<file path="config.mk">
export PLATFORM = sky130hd
export DESIGN_NAME = embclk_framer_tx
export DESIGN_NICKNAME = d
export VERILOG_FILES = /design/src/rtl/embclk_framer_pkg.sv /design/src/rtl/embclk_framer_ctrl.sv /design/src/rtl/embclk_framer_dpath.sv /design/src/rtl/embclk_framer_tx.sv
export SDC_FILE = /design/constraint.sdc
export NUM_CORES = 1
export LEC_CHECK = 0
export ABC_CLOCK_PERIOD_IN_PS = 2700
export CAP_MARGIN = 5
export CORE_MARGIN = 2
export CORE_UTILIZATION = 58
export CTS_BUF_LIST = sky130_fd_sc_hd__clkbuf_4
export DETAILED_ROUTE_END_ITERATION = 8
export GPL_TIMING_DRIVEN = 0
export PLACE_DENSITY_LB_ADDON = 0.15
export SKIP_CTS_REPAIR_TIMING = 1
export SLEW_MARGIN = 20
export SYNTH_ARGS = -nofsm -noshare
export SYNTH_HDL_FRONTEND = slang
export SYNTH_HIERARCHICAL = 1
export SYNTH_SLANG_ARGS = --single-unit
</file>
<file path="constraint.sdc">
create_clock -name clk -period 2.7 [get_ports clk]
set_clock_uncertainty 0.1 [all_clocks]
set_input_delay 0.54 -clock clk [delete_from_list [all_inputs] [get_ports clk]]
set_output_delay 0.54 -clock clk [all_outputs]
set_load 0.02 [all_outputs]
</file>
<file path="src/rtl/embclk_framer_pkg.sv">
package embclk_framer_pkg;

  typedef struct packed {
    logic capture;
    logic loadData;
    logic loadSync;
    logic shift;
    logic drive;
  } txStrobe_t;

endpackage

</file>
<file path="src/rtl/embclk_framer_ctrl.sv">
module embclk_framer_ctrl
  import embclk_framer_pkg::*;
#(
  parameter int FRAME_W  = 12,
  parameter int SYNC_MIN = 1024
) (
  input  logic      clk,
  input  logic      rstN,
  input  logic      pwrOn,
  input  logic      outEn,
  input  logic      bitEn,
  input  logic      wordClk,
  input  logic      edgeSel,
  input  logic      syncReqA,
  input  logic      syncReqB,
  output txStrobe_t stb
);
  localparam int IDX_W = $clog2(FRAME_W);
  localparam int CNT_W = $clog2(SYNC_MIN + 1);
  localparam logic [IDX_W-1:0] LAST = IDX_W'(FRAME_W - 1);

  logic [IDX_W-1:0] bitIdx;
  logic [CNT_W-1:0] syncLeft;
  logic live;
  logic wcPrev;

  logic req, atLast, boundary, sendSync, edgeHit;

  assign req      = syncReqA | syncReqB;
  assign atLast   = (bitIdx == LAST);
  assign boundary = pwrOn & bitEn & atLast;
  assign sendSync = req | (syncLeft != '0);
  assign edgeHit  = edgeSel ? (wordClk & ~wcPrev) : (~wordClk & wcPrev);

  always_comb begin
    stb.capture  = pwrOn & edgeHit;
    stb.loadData = boundary & ~sendSync;
    stb.loadSync = boundary & sendSync;
    stb.shift    = pwrOn & bitEn & ~atLast;
    stb.drive    = live & outEn & pwrOn;
  end

  always_ff @(posedge clk) begin
    if (!rstN) begin
      bitIdx   <= LAST;
      syncLeft <= '0;
      live     <= 1'b0;
      wcPrev   <= 1'b0;
    end else begin
      wcPrev <= wordClk;
      if (!pwrOn) begin
        bitIdx <= LAST;
        live   <= 1'b0;
      end else begin
        if (bitEn) bitIdx <= atLast ? '0 : bitIdx + 1'b1;
        if (boundary) live <= 1'b1;
        if (req) syncLeft <= boundary ? CNT_W'(SYNC_MIN - 1) : CNT_W'(SYNC_MIN);
        else if (boundary && syncLeft != '0) syncLeft <= syncLeft - 1'b1;
      end
    end
  end

  // position steps by one per enable inside a frame
  a_r1_bit_step: assert property (@(posedge clk) disable iff (!rstN)
    (pwrOn && bitEn && !atLast) |=> (bitIdx == IDX_W'($past(bitIdx) + 1'b1)));

  // any request arms at least a full training tail
  a_r5_sync_armed: assert property (@(posedge clk) disable iff (!rstN)
    (req && pwrOn) |=> (syncLeft >= CNT_W'(SYNC_MIN - 1)));

  // tail shrinks by exactly one per boundary without a request
  a_r5_sync_step: assert property (@(posedge clk) disable iff (!rstN)
    (boundary && !req && syncLeft != '0) |=> (syncLeft == CNT_W'($past(syncLeft) - 1'b1)));

  // line released in the cycle after powerdown
  a_r9_pd_quiet: assert property (@(posedge clk) disable iff (!rstN)
    !pwrOn |=> !stb.drive);

endmodule

</file>
<file path="src/rtl/embclk_framer_dpath.sv">
module embclk_framer_dpath
  import embclk_framer_pkg::*;
#(
  parameter int DATA_W = 10
) (
  input  logic              clk,
  input  logic              rstN,
  input  txStrobe_t         stb,
  input  logic [DATA_W-1:0] dataIn,
  output logic              serOut,
  output logic              serOe
);
  localparam int FRAME_W = DATA_W + 2;
  localparam int HALF    = FRAME_W / 2;
  localparam logic [FRAME_W-1:0] SYNC_PAT = {{(FRAME_W - HALF){1'b0}}, {HALF{1'b1}}};

  logic [DATA_W-1:0]  capt;
  logic [FRAME_W-1:0] shifter;

  always_ff @(posedge clk) begin
    if (!rstN) begin
      capt    <= '0;
      shifter <= '0;
    end else begin
      if (stb.capture) capt <= dataIn;
      if (stb.loadSync)      shifter <= SYNC_PAT;
      else if (stb.loadData) shifter <= {1'b0, capt, 1'b1};
      else if (stb.shift)    shifter <= {1'b0, shifter[FRAME_W-1:1]};
    end
  end

  assign serOut = stb.drive & shifter[0];
  assign serOe  = stb.drive;

  // loaded data frame has start high and stop low
  a_r1_frame_edges: assert property (@(posedge clk) disable iff (!rstN)
    stb.loadData |=> (shifter[0] && !shifter[FRAME_W-1]));

  // loaded training frame has the six-and-six shape
  a_r3_sync_shape: assert property (@(posedge clk) disable iff (!rstN)
    stb.loadSync |=> (shifter == SYNC_PAT));

  // load and shift never collide
  a_r2_one_action: assert property (@(posedge clk) disable iff (!rstN)
    $onehot0({stb.loadData, stb.loadSync, stb.shift}));

endmodule

</file>
<file path="src/rtl/embclk_framer_tx.sv">
module embclk_framer_tx
  import embclk_framer_pkg::*;
#(
  parameter int DATA_W   = 10,
  parameter int SYNC_MIN = 1024
) (
  input  logic              clk,
  input  logic              rstN,
  input  logic              bitEn,
  input  logic              wordClk,
  input  logic              edgeSel,
  input  logic [DATA_W-1:0] dataIn,
  input  logic              syncReqA,
  input  logic              syncReqB,
  input  logic              outEn,
  input  logic              pwrOn,
  output logic              serOut,
  output logic              serOe
);
  localparam int FRAME_W = DATA_W + 2;

  txStrobe_t stb;

  embclk_framer_ctrl #(.FRAME_W(FRAME_W), .SYNC_MIN(SYNC_MIN)) u_ctrl (
    .clk(clk), .rstN(rstN), .pwrOn(pwrOn), .outEn(outEn), .bitEn(bitEn),
    .wordClk(wordClk), .edgeSel(edgeSel), .syncReqA(syncReqA),
    .syncReqB(syncReqB), .stb(stb)
  );

  embclk_framer_dpath #(.DATA_W(DATA_W)) u_dpath (
    .clk(clk), .rstN(rstN), .stb(stb), .dataIn(dataIn),
    .serOut(serOut), .serOe(serOe)
  );

endmodule

</file>
==> results of run 1 <==
-- metal layers --
layer	vias to the layer above	routed length, um	track usage, %
met1	825	2030	29.7
met3	16	197	6.13
li1	842	-	-
met5	-	0	0
met2	63	2240	39.5
met4	0	119	11.4
-- cell usage after synthesis (3+ instances only) --
library cell  instances  share of area [%]
dfxtp_1              38                 38
a21oi_1              14                3.5
nand2_1              14                2.6
mux2i_1              12                6.0
nor2b_1              11                3.4
nand3_1               9                2.2
or2b_1                9                3.4
nor2_1                8                1.5
clkbuf_1              7                1.3
inv_1                 7                1.3
mux2_1                5                2.8
o221a_1               5                2.8
o22ai_1               5                1.6
a22o_1                4                1.7
mux2_4                4                3.0
nor3_1                4                1.0
o211a_1               4                2.0
o21ai_0               4                1.0
a221o_1               3                1.5
buf_2                 3               0.75
buf_6                 3                1.7
nand3b_1              3                1.1
-- cell families after synthesis --
kind of cell	after synthesis
simple gates	75
compound gates	54
mux	22
fa+ha+maj	2
buf+inv	22
flops	38
-- state kept, by name, indices dropped and copies added, names as in the netlist --
name             count
u_dpath/shifter     11
u_ctrl/bitIdx        4
u_dpath/capt        10
u_ctrl/syncLeft     11
u_ctrl/wcPrev        1
u_ctrl/live          1
-- worst min path at each step --
stage | startpoint | end | slack (ns) | depth (start not counted)
2_1_floorplan | u_dpath/capt[9] | u_dpath/shifter[10] | 0.33 | 2
3_3_place_gp | u_dpath/capt[9] | u_dpath/shifter[10] | 0.34 | 2
3_5_place_dp | u_dpath/capt[9] | u_dpath/shifter[10] | 0.35 | 2
4_1_cts | pwrOn | u_ctrl/bitIdx[1] | 0.35 | 2
5_1_grt | pwrOn | u_ctrl/bitIdx[1] | 0.36 | 2
6_report | pwrOn | u_ctrl/bitIdx[1] | 0.36 | 2
-- final cells by class --
cell class | instances | share of cell area (%)
timing repair buffer | 22 | 8.86
buffer | 15 | 3.80
clock inverter | 2 | 1.42
tap | 46 | 2.43
multi-input combinational | 153 | 48.7
inverter | 7 | 1.11
clock buffer | 5 | 1.58
sequential | 38 | 32.1
-- power breakdown --
group | internal [W] | leakage, nW | switching [W]
Combinational | 0.000157 | 0.585 | 0.000156
Clock | 0.000187 | 0.0387 | 0.000182
Sequential | 0.000599 | 0.311 | 0.0000328
Total | 0.000943 | 0.935 | 0.000371
-- critical path: cells and delay by family (launching register included) --
family / cells / cell delay (ns)
fa+ha+maj: 1 / 0.22
buf+inv: 3 / 0.49
compound gates: 2 / 0.52
flops: 1 / 0.36
simple gates: 3 / 0.82
-- per-stage QoR --
stage / utilization [%] / hold WS (ns) / worst slack, ns / power [W]
after floorplan: - / 0.330 / 0.358 / 0.000840
after CTS: 69.6 / 0.352 / -0.367 / 0.00129
after global placement: 67.4 / 0.339 / -0.419 / 0.000903
after detailed placement: 67.4 / 0.352 / -0.530 / 0.000917
after global routing: 71.1 / 0.361 / -0.0397 / 0.00139
final: 71.1 / 0.360 / 0.0852 / 0.00131
==> impl_metrics.ini, run 1 <==
[cts]
numCtsBuffers = 5
clock_sinks = 38
htreeDepth = 2
cts_tree = done
cts_root_buf = clkbuf_4
path_clk_slew_ns = 0.11
clock_latency_ns = 0.34
cts_buffer_depth = 2

[sta]
max_freq_mhz = 382
period_share_pct = 96.8
tns_ns = 0
slew_headroom_pct = 56.6
drv_slew = 0
worstMarginPinSlew_ns = 0.646
hold_viol = 0
setup_violations = 0
min_period_ns = 2.61

[synthesis]
synth_edf_count = 0
synth_compound_area_share_pct = 20.1
synth_top_family_by_area = simple AND/OR/NAND/NOR gates
synthAdderAreaFrac_pct = 1.24
ys_seq_area_share_pct = 37.8
async_flop_share_pct = 0
yosys_warnings = 6
syn_inst = 213
yosys.area_share.xor_xnor_pct = 0
synth_ff_type = dfxtp_1
syn-num-nets = 234
synth_area_um2 = 2010
yosysUniqueCellTypes = 49
synthMuxAreaShare_pct = 12.3
avgSynthCellArea_um2 = 9.45
synthSimpleGateAreaFrac_pct = 22.8
ys_ff_latch = 38

[global_routing]
track_usage_pct = 24.2
antenna_found_initial = 0
grt_max_degree = 13
grt_pass1_vias = 1639
grt_overflow = 0
grt_pass1_wl_um = 7550

[critical_path]
crit_type = flip-flop to flip-flop
crit_path_max_fanout = 10
crit_path_top_delay_cell = dfxtp_1
timing.critical_path.to_type = flip-flop
worstRegToRegCells = 9
crit_path_start = u_ctrl/syncLeft[0]
reg2reg_from = u_ctrl/syncLeft[0]
crit_arrival_ns = 2.75
path_cells = inv_1, ha_1, nor3b_4, a311o_2, buf_2, nand2_1, or2_1, clkbuf_1, o221a_1
worstSetupStartpointType = flip-flop
r2r-end = u_dpath/shifter[1]
reg2reg_setup_slack_ns = 0.09
endpoint = u_dpath/shifter[1]
cpPeakStageDelay_ns = 0.36
worst-endpoint-required_ns = 2.83

[place]
placed_area_um2 = 2250
gp_congestion = 0.804
placed_cells = 277
portBuffers = 18
dpl.hpwl_um = 3140

[cells_and_area]
n_fill_cell = 268
mostFrequentLayoutCells = dfxtp_1, clkdlybuf4s50_1, a21oi_1, nand2_1, mux2i_1
multi_input_area_um2 = 1160
finish.cell_count_without_fillers = 288
area.growth.synth_to_final_pct = 17.9
layout_commonest_cell = dfxtp_1
fin_area_um2 = 2370
diodes = 0
drive_gt1_share_pct = 12.8
regArea_um2 = 761
fin_nets = 263

[routing]
vias = 1746
drt_iter0_drc = 110
drtAntennaViolNets = 0
drc_errors = 0
dr.pass1.iters = 5
wl_per_cell_um = 15.9
via_per_inst = 6.06
wl_um = 4590

[pwr]
pwr_density_cell_nw_per_um2 = 554
ir_drop_v = 0.000378
p_leak_nw = 0.935

[die]
initial_utilization_pct = 60.3
pin_count = 21
rows = 21
die_height_um = 62.9
die_width_um = 62.9
die_area_um2 = 3960
core_area_um2 = 3340

[worst_hold_path]
hold_path.class = input port to flip-flop

[run]
cap_violations = 0

[status]
status = completed
Power figures use the tool's default switching activity.
==> run 2, diff against run 1 <==
--- a/config.mk
+++ b/config.mk
@@ -7,7 +7,6 @@
 export LEC_CHECK = 0
 export ABC_CLOCK_PERIOD_IN_PS = 2700
 export CAP_MARGIN = 5
-export CORE_MARGIN = 2
 export CORE_UTILIZATION = 58
 export CTS_BUF_LIST = sky130_fd_sc_hd__clkbuf_4
 export DETAILED_ROUTE_END_ITERATION = 8
==> run 2 against run 1 <==
Effect of this change:
- total power down 6.7%
- sequential share of layout area is 0.45 points higher
- hold slack got worse by 0.011 ns
- final cell count fell by 0.35%
- maximum frequency grew 2.6%
- design area is 1.4% lower
==> impl_metrics.ini, run 2 (same netlist as run 1, synthesis figures left out) <==
[die]
pin_count = 21
core_area_um2 = 3340
die_height_um = 60.9
rows = 21
die_area_um2 = 3710
die_width_um = 60.9
initial_utilization_pct = 60.3

[run]
cap_violations = 0

[cts]
htreeDepth = 2
cts_tree = done
cts_root_buf = clkbuf_4
numCtsBuffers = 5
path_clk_slew_ns = 0.11
cts_buffer_depth = 2
clock_latency_ns = 0.35
clock_sinks = 38

[sta]
worst_slack_ns = 0.152
min_period_ns = 2.55
period_share_pct = 94.4
max_freq_mhz = 392
setup_violations = 0
whs_ns = 0.349
slew_headroom_pct = 56.1
tns_ns = 0
grt_setup_unrepaired = no
hold_viol = 0
worstMarginPinSlew_ns = 0.653
drv_slew = 0

[routing]
dr.pass1.iters = 4
wl_per_cell_um = 15.7
drt_iter0_drc = 71
wl_um = 4500
via_per_inst = 5.99
drc_errors = 0
drtAntennaViolNets = 0
vias = 1719

[critical_path]
worst-endpoint-required_ns = 2.84
crit_path_top_delay_cell = dfxtp_1
critPathBufInv = 3
path_cells = inv_1, ha_1, nor3b_4, a311o_2, buf_2, nand2_1, or2_1, clkbuf_1, o221a_1
crit_path_max_fanout = 10
crit_arrival_ns = 2.69
cpPeakStageDelay_ns = 0.36
worstSetupStartpointType = flip-flop
cpLargestDelayFamily = simple AND/OR/NAND/NOR gates
crit_type = flip-flop to flip-flop
timing.critical_path.to_type = flip-flop

[cells_and_area]
drive_gt1_share_pct = 12.4
fin_nets = 261
reg_top3 = u_ctrl/syncLeft x11, u_dpath/shifter x11, u_dpath/capt x10
area.growth.synth_to_final_pct = 16.3
diodes = 0
layout_commonest_cell = dfxtp_1
mostFrequentLayoutCells = dfxtp_1, clkdlybuf4s50_1, a21oi_1, nand2_1, mux2i_1
fin_area_um2 = 2340

[pwr]
power.switching_w = 0.000371
pwr_density_cell_nw_per_um2 = 524
ir_drop_v = 0.000246
power.internal_w = 0.000856
p_leak_nw = 0.920
p_seq_share_pct = 51.5
pwr-share-clk_pct = 24.0
switching_share_pct = 30.2
p_comb_share_pct = 24.5

[place]
gp_congestion = 0.809
portBuffers = 18
place_ws_ns = -0.528
dpl.hpwl_um = 3250
placed_area_um2 = 2250

[global_routing]
antenna_found_initial = 0
grt_overflow = 0
grt_max_degree = 13
track_usage_pct = 26.6
grt_pass1_vias = 1653
grt_pass1_wl_um = 7200

[worst_hold_path]
hold_path.class = input port to flip-flop

[status]
status = completed
==> run 2: final timing paths <==
check / startpoint / end / slack (ns) / depth (start not counted)
worst min register to register: u_dpath/capt[9] / u_dpath/shifter[10] / 0.37 / 2
worst min-delay path: pwrOn / u_ctrl/bitIdx[1] / 0.35 / 2
worst max register to register: u_ctrl/syncLeft[0] / u_dpath/shifter[3] / 0.15 / 9
worst max-delay path: u_ctrl/syncLeft[0] / u_dpath/shifter[3] / 0.15 / 9
==> run 2: area by class of cell <==
type                            instances  area (um^2)
Clock buffer                            6         45.0
Sequential cell                        38          761
Inverter                                7         26.3
Buffer                                 15         90.1
Multi-Input combinational cell        153         1160
Tap cell                               46         57.6
Fill cell                             269          997
Timing Repair Buffer                   20          195
Clock inverter                          2         8.76
==> run 2: through the flow <==
stage	instances	util [%]	power (W)
final	287	70.1	0.00123
after floorplan	213	-	0.000840
after detailed placement	277	67.4	0.000920
after CTS	285	69.0	0.00121
after global placement	277	67.4	0.000902
after global routing	287	70.1	0.00130
==> run 2: power by group through the flow <==
stage / Clock [W] / Combinational (W) / Sequential, W
floorplan: 0 / 0.000206 / 0.000634
global placement: 0 / 0.000264 / 0.000639
detailed placement: 0 / 0.000277 / 0.000643
CTS: 0.000301 / 0.000279 / 0.000630
global route: 0.000339 / 0.000325 / 0.000636
finish: 0.000294 / 0.000301 / 0.000632
==> run 2: layer usage <==
metal	vias up	track usage [%]	share of wire, %
met5	-	0	0
met2	47	45.7	51
li1	839	-	-
met1	821	31.3	42
met4	0	12.7	2.1
met3	12	6.40	4.6
